===== src/rtl/sertx_pkg.sv =====
package sertx_pkg;

  localparam int FRAME_MAX = 12;
  localparam int CNT_W     = 4;

  typedef struct packed {
    logic [1:0] dbits;
    logic       par_en;
    logic       par_odd;
    logic       two_stop;
    logic       os8;
  } frame_cfg_t;

  function automatic int data_len(input frame_cfg_t c);
    return 5 + int'(c.dbits);
  endfunction

  // Total frame length in bits: start + data + parity + stop(s)
  function automatic logic [CNT_W-1:0] frame_len(input frame_cfg_t c);
    int n;
    n = 1 + data_len(c) + (c.par_en ? 1 : 0) + (c.two_stop ? 2 : 1);
    return CNT_W'(n);
  endfunction

  // Index of the final tick within one bit period
  function automatic logic [CNT_W-1:0] bit_last(input logic os8);
    return os8 ? CNT_W'(7) : CNT_W'(15);
  endfunction

  // Frame image, bit 0 goes out first; unused upper bits stay 1 (stop level)
  function automatic logic [FRAME_MAX-1:0] build_frame(input logic [7:0] d,
                                                      input frame_cfg_t c);
    logic [FRAME_MAX-1:0] f;
    logic p;
    int nd;
    f    = '1;
    f[0] = 1'b0;
    nd   = data_len(c);
    p    = 1'b0;
    for (int i = 0; i < 8; i++) begin
      if (i < nd) begin
        f[i+1] = d[i];
        p      = p ^ d[i];
      end
    end
    if (c.par_en) f[nd+1] = p ^ c.par_odd;
    return f;
  endfunction

endpackage


===== src/rtl/sertx_fifo.sv =====
module sertx_fifo #(
  parameter int DEPTH = 64,
  parameter int DW    = 8,
  localparam int AW    = (DEPTH > 1) ? $clog2(DEPTH) : 1,
  localparam int LVL_W = $clog2(DEPTH + 1)
) (
  input  logic             clk,
  input  logic             rst_n,
  input  logic             push,
  input  logic [DW-1:0]    din,
  input  logic             pop,
  output logic [DW-1:0]    dout,
  output logic [LVL_W-1:0] level,
  output logic             full,
  output logic             empty
);

  logic [DW-1:0]    mem [DEPTH];
  logic [AW-1:0]    wr_ptr, rd_ptr;
  logic [LVL_W-1:0] count;

  function automatic logic [AW-1:0] ptr_next(input logic [AW-1:0] p);
    return (p == AW'(DEPTH - 1)) ? '0 : p + 1'b1;
  endfunction

  always_ff @(posedge clk) begin
    if (push) mem[wr_ptr] <= din;
  end

  always_ff @(posedge clk or negedge rst_n) begin
    if (!rst_n) begin
      wr_ptr <= '0;
      rd_ptr <= '0;
      count  <= '0;
    end else begin
      if (push) wr_ptr <= ptr_next(wr_ptr);
      if (pop)  rd_ptr <= ptr_next(rd_ptr);
      count <= count + LVL_W'(push) - LVL_W'(pop);
    end
  end

  assign dout  = mem[rd_ptr];
  assign level = count;
  assign full  = (count == LVL_W'(DEPTH));
  assign empty = (count == '0);

endmodule


===== src/rtl/sertx_shifter.sv =====
module sertx_shifter
  import sertx_pkg::*;
(
  input  logic       clk,
  input  logic       rst_n,
  input  logic       tick,
  input  frame_cfg_t cfg,
  input  logic       start,
  input  logic [7:0] din,
  output logic       busy,
  output logic       txd
);

  logic [FRAME_MAX-1:0] sr;
  logic [CNT_W-1:0]     bits_left;
  logic [CNT_W-1:0]     tcnt;
  logic                 busy_q;
  logic                 bit_done;
  logic                 last_bit;

  assign bit_done = busy_q && tick && (tcnt == bit_last(cfg.os8));
  assign last_bit = (bits_left == CNT_W'(1));

  always_ff @(posedge clk or negedge rst_n) begin
    if (!rst_n) begin
      sr        <= '1;
      bits_left <= '0;
      tcnt      <= '0;
      busy_q    <= 1'b0;
    end else if (start) begin
      sr        <= build_frame(din, cfg);
      bits_left <= frame_len(cfg);
      tcnt      <= '0;
      busy_q    <= 1'b1;
    end else if (bit_done) begin
      tcnt      <= '0;
      sr        <= {1'b1, sr[FRAME_MAX-1:1]};
      bits_left <= bits_left - 1'b1;
      if (last_bit) busy_q <= 1'b0;
    end else if (busy_q && tick) begin
      tcnt <= tcnt + 1'b1;
    end
  end

  assign busy = busy_q;
  assign txd  = busy_q ? sr[0] : 1'b1;

endmodule


===== src/rtl/sertx_flags.sv =====
module sertx_flags #(
  parameter int LVL_W = 7
) (
  input  logic             clk,
  input  logic             rst_n,
  input  logic [LVL_W-1:0] level,
  input  logic             push,
  input  logic             pop,
  input  logic             wr_en,
  input  logic [LVL_W-1:0] trig,
  input  logic             irq_en,
  input  logic             busy,
  input  logic             ovf_evt,
  output logic             hold_empty,
  output logic             tx_empty,
  output logic             tx_irq,
  output logic             ovf_sticky
);

  logic [LVL_W-1:0] level_nxt;
  logic             cross_trig;
  logic             reach_empty;
  logic             irq_set;
  logic             pend_q;
  logic             ovf_q;

  assign level_nxt   = level + LVL_W'(push) - LVL_W'(pop);
  assign cross_trig  = (level >= trig) && (level_nxt < trig);
  assign reach_empty = (level != '0) && (level_nxt == '0);
  assign irq_set     = cross_trig || reach_empty;

  always_ff @(posedge clk or negedge rst_n) begin
    if (!rst_n) begin
      pend_q <= 1'b0;
      ovf_q  <= 1'b0;
    end else begin
      if (irq_set)    pend_q <= 1'b1;
      else if (wr_en) pend_q <= 1'b0;
      if (ovf_evt)    ovf_q  <= 1'b1;
    end
  end

  assign hold_empty = (level == '0);
  assign tx_empty   = hold_empty && !busy;
  assign tx_irq     = pend_q && irq_en;
  assign ovf_sticky = ovf_q;

endmodule


===== src/rtl/sertx_core.sv =====
module sertx_core
  import sertx_pkg::*;
#(
  parameter int DEPTH = 64,
  localparam int LVL_W = $clog2(DEPTH + 1)
) (
  input  logic             clk,
  input  logic             rst_n,
  input  logic             wr_en,
  input  logic [7:0]       wr_data,
  input  logic             tick,
  input  logic             os_sel,
  input  logic [1:0]       data_bits,
  input  logic             parity_en,
  input  logic             parity_odd,
  input  logic             two_stop,
  input  logic [LVL_W-1:0] trig_lvl,
  input  logic             thr_irq_en,
  input  logic             cts_auto_en,
  input  logic             cts_n,
  output logic             txd,
  output logic             hold_empty,
  output logic             tx_empty,
  output logic             tx_irq,
  output logic             ovf_sticky,
  output logic [LVL_W-1:0] fifo_level
);

  frame_cfg_t       cfg;
  logic             fifo_full, fifo_empty;
  logic [7:0]       head;
  logic             push_ok, ovf_evt, cts_hold, pop_evt, shf_busy;

  assign cfg = '{dbits: data_bits, par_en: parity_en, par_odd: parity_odd,
                 two_stop: two_stop, os8: os_sel};

  assign push_ok  = wr_en && !fifo_full;
  assign ovf_evt  = wr_en && fifo_full;
  assign cts_hold = cts_auto_en && cts_n;
  assign pop_evt  = !shf_busy && !fifo_empty && !cts_hold;

  sertx_fifo #(.DEPTH(DEPTH), .DW(8)) fifo_i (
    .clk(clk), .rst_n(rst_n), .push(push_ok), .din(wr_data), .pop(pop_evt),
    .dout(head), .level(fifo_level), .full(fifo_full), .empty(fifo_empty)
  );

  sertx_shifter shf_i (
    .clk(clk), .rst_n(rst_n), .tick(tick), .cfg(cfg), .start(pop_evt),
    .din(head), .busy(shf_busy), .txd(txd)
  );

  sertx_flags #(.LVL_W(LVL_W)) flg_i (
    .clk(clk), .rst_n(rst_n), .level(fifo_level), .push(push_ok), .pop(pop_evt),
    .wr_en(wr_en), .trig(trig_lvl), .irq_en(thr_irq_en), .busy(shf_busy),
    .ovf_evt(ovf_evt), .hold_empty(hold_empty), .tx_empty(tx_empty),
    .tx_irq(tx_irq), .ovf_sticky(ovf_sticky)
  );

endmodule


===== config.mk =====
export PLATFORM = sky130hd
export DESIGN_NAME = sertx_core
export DESIGN_NICKNAME = d
export VERILOG_FILES = /design/src/rtl/sertx_pkg.sv /design/src/rtl/sertx_fifo.sv /design/src/rtl/sertx_shifter.sv /design/src/rtl/sertx_flags.sv /design/src/rtl/sertx_core.sv
export SDC_FILE = /design/constraint.sdc
export NUM_CORES = 1
export LEC_CHECK = 0
export ABC_AREA = 1
export BUFFER_PORTS_ARGS = -buffer_cell sky130_fd_sc_hd__buf_4
export CELL_PAD_IN_SITES_DETAIL_PLACEMENT = 2
export CELL_PAD_IN_SITES_GLOBAL_PLACEMENT = 2
export CORE_ASPECT_RATIO = 1.75
export CORE_MARGIN = 2
export CORE_UTILIZATION = 45
export DETAILED_ROUTE_END_ITERATION = 8
export GPL_ROUTABILITY_DRIVEN = 0
export HOLD_SLACK_MARGIN = 0.03
export PLACE_DENSITY = 0.89
export SYNTH_ARGS = -nofsm -noshare
export SYNTH_HDL_FRONTEND = slang
export SYNTH_HIERARCHICAL = 1
export SYNTH_SLANG_ARGS = --single-unit

===== constraint.sdc =====
create_clock -name clk -period 6 [get_ports clk]
set_input_delay 0.3 -clock clk [delete_from_list [all_inputs] [get_ports clk]]
set_output_delay 0.3 -clock clk [all_outputs]
set_load 0.01 [all_outputs]

# [Yosys cells after proc, flatten, opt, wreduce, memory -nomap -nowiden]
# Memory sizes are Yosys's and may differ from the RTL's.
# Index checks and enable logic that the tools add are counted.
[totals] ff_bits=42 ramBits=512 input_bits=28 out_inout_bits=12 word_cells=126 mem_count=1
[classes] n_addsub=10 order_cmp=12 eq_ne=5 muxes=56 bitwise=8 n_reduce_logical=25
[mem_list] memory="fifo_i.mem" depth=64 width=8 rd=1 rd_ports_with_merged_regs=0 wr=1 line="sertx_fifo.sv:18" source="logic [DW-1:0] mem [DEPTH];"
[ops] cell="$lt 4x32->1 const A" n=4
[ops] cell="$lt 3x32->1 const A" n=2
[ops] cell="$mux 1" n=42
[ops] cell="$mux 12" n=3
[ops] cell="$ge 32x1->1 const B" n=1
[ops] cell="$lt 1x32->1 const A" n=1
[ops] cell="$lt 2x32->1 const A" n=1
[ops] cell="$lt 32x6->1 const B" n=1
[ops] cell="$mux 4" n=6
[ops] cell="$logic_not 7->1" n=2
[ops] cell="$add 6x1->6 const B" n=2
[ops] cell="$bwmux 12" n=1
[ops] cell="$eq 6x6->1 const B" n=2
[ops] cell="$logic_and 1x1->1" n=12
[ops] cell="$mux 6" n=2
[ops] cell="$add 4x4->4" n=2
[ops] cell="$xor 1x1->1" n=8
[ops] cell="$add 7x1->7" n=1
[ops] cell="$eq 7x7->1 const B" n=1
[ops] cell="$ge 7x7->1" n=1
[ops] cell="$lt 7x7->1" n=1
[ops] cell="$reduce_bool 7->1" n=1
[ops] cell="$sub 7x1->7" n=1
[ops] cell="$reduce_bool 2->1" n=3
[ops] cell="other kinds (12)" n=15

# [Logic depth before layout (Yosys ltp)]
[logic_depth] ltp_word=30 ltp_mapped=27

# [Modules after synthesis]
# The synthesis kept the hierarchy.
[modules_own_cells] mod="sertx_fifo" n_inst=1 cells_per_inst=2128 area_each_um2=22884.4 seq_area_each_um2=15850.2
[modules_own_cells] mod="sertx_shifter" n_inst=1 cells_per_inst=247 area_each_um2=1725.4 seq_area_each_um2=540.5
[modules_own_cells] mod="sertx_flags" n_inst=1 cells_per_inst=140 area_each_um2=829.5 seq_area_each_um2=50.0
[modules_own_cells] mod="sertx_core" n_inst=1 cells_per_inst=8 area_each_um2=30.0 seq_area_each_um2=0.0

# [Worst setup path before layout]
# Ideal clock, no wire load.
[synth_timing] path_type="flip-flop to flip-flop" start="reg fifo_i.count[2] (netlist: fifo_i/level[2])" end="reg flg_i.pend_q" setup_ns=0.119 arrival_ns=3.086 setup_slack_ns=2.795 stages_incl_launch_ff=24 n_path_buf=0 synth_period_minus_slack_ns=3.205 path_cell_list="dfrtp_1 inv_1 ha_1 nand3_1 nor3b_1 nor2_1 nand2_1 inv_1 ha_1 inv_1 ha_1 fa_1 nand3_1 nand4_1 nand2_1 inv_1 ha_1 nand2_1 inv_1 nand2_1 nand2_1 a21oi_1 a21oi_1 nand2_1"
[synth_via] elab_chain_len=9 word_cells_on_any_way=18 classes_between="add/sub (2); order compare (2); eq/ne (1); mux (1); reduce/logical (12)"
[synth_lines] element="start: declaration" line="sertx_fifo.sv:20" source="logic [LVL_W-1:0] count;"
[synth_lines] element="start signal: assignment" line="sertx_fifo.sv:38" source="count <= count + LVL_W'(push) - LVL_W'(pop);"
[synth_lines] element="$logic_not 7->1 *" line="sertx_fifo.sv:45" source="assign empty = (count == '0);"
[synth_lines] element="net fifo_empty" line="sertx_core.sv:30" source="logic fifo_full, fifo_empty;"
[synth_lines] element="$logic_not 1->1 *" line="sertx_core.sv:40" source="assign pop_evt = !shf_busy && !fifo_empty && !cts_hold;"
[synth_lines] element="$logic_and 1x1->1 * (2 in series)" line="sertx_core.sv:40"
[synth_lines] element="net pop_evt" line="sertx_core.sv:32" source="logic push_ok, ovf_evt, cts_hold, pop_evt, shf_busy;"
[synth_lines] element="$sub 7x1->7 *" line="sertx_flags.sv:27" source="assign level_nxt = level + LVL_W'(push) - LVL_W'(pop);"
[synth_lines] element="$lt 7x7->1 or $logic_not 7->1 (tied branches)" line="sertx_flags.sv:28, sertx_flags.sv:29"
[synth_lines] element="$logic_and 1x1->1 (on tied branches)" line="sertx_flags.sv:28, sertx_flags.sv:29"
[synth_lines] element="$logic_or 1x1->1 *" line="sertx_flags.sv:30" source="assign irq_set = cross_trig || reach_empty;"
[synth_lines] element="$mux 1 or $reduce_bool 2->1 (tied branches)"
[synth_lines] element="end signal: assignment" line="sertx_flags.sv:34" source="pend_q <= 1'b0;"
[synth_lines] element="end signal: assignment" line="sertx_flags.sv:37" source="if (irq_set) pend_q <= 1'b1;"
[synth_lines] element="end signal: assignment" line="sertx_flags.sv:38" source="else if (wr_en) pend_q <= 1'b0;"
[synth_lines] element="end: declaration" line="sertx_flags.sv:24" source="logic pend_q;"
# The timed path passes the listed nets; every way through them passes the cells marked *.
# A chain may end at the register's enable or synchronous reset.

# [Worst setup path in the final report]
[layout_timing] start="reg fifo_i.rd_ptr[0]" end="reg shf_i.sr[4]"
[layout_via] word_cells_on_any_way=30 classes_between="mux (21); bitwise (8); memory (1)"
[layout_lines] element="start: declaration" line="sertx_fifo.sv:19" source="logic [AW-1:0] wr_ptr, rd_ptr;"
[layout_lines] element="start signal: assignment" line="sertx_fifo.sv:37" source="if (pop) rd_ptr <= ptr_next(rd_ptr);"
[layout_lines] element="$mem_v2 64x8 *"
[layout_lines] element="net head[1]" line="sertx_core.sv:31" source="logic [7:0] head;"
[layout_lines] element="$xor 1x1->1 *" line="sertx_pkg.sv:43" source="p = p ^ d[i];"
[layout_lines] element="$mux 1 *" line="sertx_pkg.sv:41" source="if (i < nd) begin"
[layout_lines] element="$mux 1 *" line="sertx_shifter.sv:30" source="end else if (start) begin"
[layout_lines] element="$xor 1x1->1" line="sertx_pkg.sv:43"
[layout_lines] element="$mux 1 *" line="sertx_pkg.sv:41"
[layout_lines] element="$mux 1 *" line="sertx_shifter.sv:30"
[layout_lines] element="(+11 left out)"
[layout_lines] element="$mux 1 *" line="sertx_shifter.sv:30"
[layout_lines] element="$xor 1x1->1" line="sertx_pkg.sv:43"
[layout_lines] element="$mux 1 *" line="sertx_pkg.sv:41"
[layout_lines] element="$mux 1 *" line="sertx_shifter.sv:30"
[layout_lines] element="$xor 1x1->1 *" line="sertx_pkg.sv:46" source="if (c.par_en) f[nd+1] = p ^ c.par_odd;"
[layout_lines] element="$bwmux 12 *" line="sertx_pkg.sv:46"
[layout_lines] element="$mux 12 *" line="sertx_pkg.sv:46"
[layout_lines] element="$mux 12 *" line="sertx_shifter.sv:30"
[layout_lines] element="end signal: assignment" line="sertx_shifter.sv:31" source="sr <= build_frame(din, cfg);"
[layout_lines] element="end signal: assignment" line="sertx_shifter.sv:37" source="sr <= {1'b1, sr[FRAME_MAX-1:1]};"
[layout_lines] element="end: declaration" line="sertx_shifter.sv:14" source="logic [FRAME_MAX-1:0] sr;"
# The timed path passes the listed nets; every way through them passes the cells marked *. The select of a mux whose other input is x is not followed.

==> results.sh <==
export IMPL_status="finished, final reports clean"
export IMPL_clock_latency_ns=0.63
export IMPL_endpoint_kind="register"
export IMPL_fin_nets=2597
export IMPL_grt_first_pass_wirelength_mm=146
export IMPL_drt_initial_drc_count=1480
export IMPL_grt_max_degree=209
export IMPL_port_buffers=39
export IMPL_hpwlAfterDp_mm=56.2
export IMPL_design_area_mm2=0.0278
export IMPL_hold_path_class="primary input to register"
export IMPL_grt_antenna_before_repair=0
export IMPL_cap_violations=0
export IMPL_synth_compound_area_share_pct=1.41
export IMPL_synth_top_area_share_pct=60.4
export IMPL_power_mw=14.5
export IMPL_die_h_um=319
export IMPL_start_util_pct=45.4
export IMPL_io_pins=40
export IMPL_yosysWarnings=6
export IMPL_routed_via_count=19347
export IMPL_clock_fmax_ghz=0.214
export IMPL_n_antenna_cell=0
export IMPL_synth_flop_cell="edfxtp_1"
export IMPL_syn2layout_area_growth_pct=9.15
export IMPL_die_area_mm2=0.0586
export IMPL_whs_ns=0.106
export IMPL_drtPass1Iterations=5
export IMPL_root_buffer="clkbuf_16"
export IMPL_start_kind="register"
export IMPL_reg2reg_depth=21
export IMPL_avgSynthCellArea_um2=10.1
export IMPL_power_leakage_nw=11.4
export IMPL_wire_per_inst_um=29.9
export IMPL_critPathRequiredTime_ns=6.48
export IMPL_synth_largest_area_cell="edfxtp_1"
export IMPL_ir_drop_uv=470
export IMPL_drive_gt1_share_pct=7.03
export IMPL_nFillCells=5720
export IMPL_worstMarginPinSlew_ns=1.36
export IMPL_synth_top_family_by_area="simple AND/OR/NAND/NOR gates"
export IMPL_core_mm2=0.0561
export IMPL_finalSetupViolCount=0
export IMPL_clkTransAtPathRegs_ns=0.07
export IMPL_ctsResizeCount=0
export IMPL_cts_sinks=554
export IMPL_grt_pass1_vias=22578
export IMPL_fin_setup_tns_ns=0
export IMPL_synthMuxAreaShare_pct=0
export IMPL_synth_net_count=2602
export IMPL_yosys_area_share_simple_pct=23.5
export IMPL_drc_errors=0
export IMPL_placed_area_mm2=0.0260
export IMPL_netlist_area_mm2=0.0255
export IMPL_cts_htree_levels=2
export IMPL_ys_top_cells_by_area="edfxtp_1, nand2_1, nand3_1, inv_1, dfrtp_1"
export IMPL_ys_seq_area_share_pct=64.6
export IMPL_arrival_ns=5.17
export IMPL_grt_use_total_pct=34.0
export IMPL_rows=115
export IMPL_clock_path_buffers=3
export IMPL_wl_mm=97.5
export IMPL_synth_xor_area_share_pct=0.550
export IMPL_synth_cell_type_count=42
export IMPL_hold_buffers=1
export IMPL_drv_slew=0
export IMPL_slew_limit_headroom_pct=9.03
export IMPL_period_needed_ns=4.68
export IMPL_cts_buffers=51
export IMPL_min_period_over_period_pct=78.1
export IMPL_cp_max_fo=208
export IMPL_synthAdderAreaFrac_pct=2.62
export IMPL_cts_tree="done"
export IMPL_finClkSkew_ns=0.0416
export IMPL_synth_edf_count=512
export IMPL_gr_total_overflow=0
export IMPL_post_cts_buffers=0
export IMPL_ys_async_sr_fraction_pct=7.58
export IMPL_final_cell_mix="nand2_1, edfxtp_1, nand3_1, inv_1, nor2_1"
export IMPL_power_density_mw_per_mm2=520
export IMPL_via_per_inst=5.93
export IMPL_final_common_cell="nand2_1"
export IMPL_netlist_instances=2523
export IMPL_rsz0062_at_grt="false"
export IMPL_ant_nets=0
export IMPL_hold_viol=0
export IMPL_critPathKind="register to register"
export IMPL_fp_dieW_um=184
export IMPL_ys_ff_latch=554
export IMPL_whs_path_depth=4
## flip-flops by register name (all words and copies together) (netlist names)
name / flops
fifo_i/rd_ptr: 6
shf_i/bits_left: 4
flg_i/ovf_sticky: 1
flg_i/pend_q: 1
fifo_i/mem: 512
shf_i/busy: 1
shf_i/tcnt: 4
shf_i/sr: 12
fifo_i/wr_ptr: 6
fifo_i/level: 7
## worst max-delay path: stages, from the launching register on
cell and delay, ns:
dfrtp_4 0.90, buf_12 0.76, nand2_1 0.10, nand3_1 0.14, nand3_1 0.17, nand2_1 0.18
nand2_1 0.11, nand3_1 0.26, nand3_1 0.14, nand2_1 0.22, inv_1 0.11, nand2_1 0.09
nand2_1 0.08, nand2_1 0.16, nand2_1 0.10, nand2_1 0.09, nand2_1 0.08, nand2_2 0.10
nand2_4 0.12, nand2_1 0.10, nand2_1 0.06, a21oi_1 0.27
## logic make-up after synthesis
family	count (synthesis)
xor+xnor	16
fa+ha+maj	51
simple gates	1431
compound gates	67
flops	554
buf+inv	404
## per-stage QoR
stage | util, % | instances | setup slack [ns]
2_1_floorplan | - | 2523 | 2.80
3_3_place_gp | 46.4 | 3166 | 2.05
3_5_place_dp | 46.4 | 3166 | 1.78
4_1_cts | 49.5 | 3262 | 1.48
5_1_grt | 49.5 | 3262 | 1.24
6_report | 49.5 | 3262 | 1.32
## final timing paths
kind	startpoint	endpoint	slack (ns)
setup / recovery	fifo_i/rd_ptr[0]	shf_i/sr[4]	1.32
hold / removal	parity_en	shf_i/sr[11]	0.11
setup reg to reg	fifo_i/rd_ptr[0]	shf_i/sr[4]	1.32
hold reg to reg	flg_i/ovf_sticky	flg_i/ovf_sticky	0.51
max in group asynchronous	rst_n	fifo_i/rd_ptr[1]	5.15
min in group asynchronous	rst_n	shf_i/tcnt[3]	0.31
## synth_stat cells (9+ instances only)
cell type,count
a21oi_1,25
buf_2,53
buf_4,20
buf_6,25
clkbuf_1,9
dfrtp_1,30
dfstp_2,12
edfxtp_1,512
ha_1,47
inv_1,278
nand2_1,853
nand2_2,10
nand3_1,421
nor2_1,125
o21ai_0,28
xor2_1,14
## per-layer routing
metal	part of all wire (%)	up-vias	GRT usage (%)
met5	0	-	0
met4	8.0	0	24.5
met3	4.6	398	4.44
met2	53	823	62.0
met1	34	9833	35.5
li1	-	8293	-
## cell type report
cell class	count	area, um2	area share, %
flip-flops and latches	554	16400	59.2
inverters	290	1100	3.96
repair buffers	56	448	1.61
clock buffers	74	1470	5.30
multi-input cells	1565	7160	25.8
well taps	702	878	3.16
clock inverters	21	288	1.04
## where the power goes
group          internal [mW]  total, mW  switching [mW]
Sequential              4.51       4.85           0.345
Combinational           1.52       6.08            4.56
Clock                   1.97       3.53            1.56
Power figures use the tool's default switching activity.
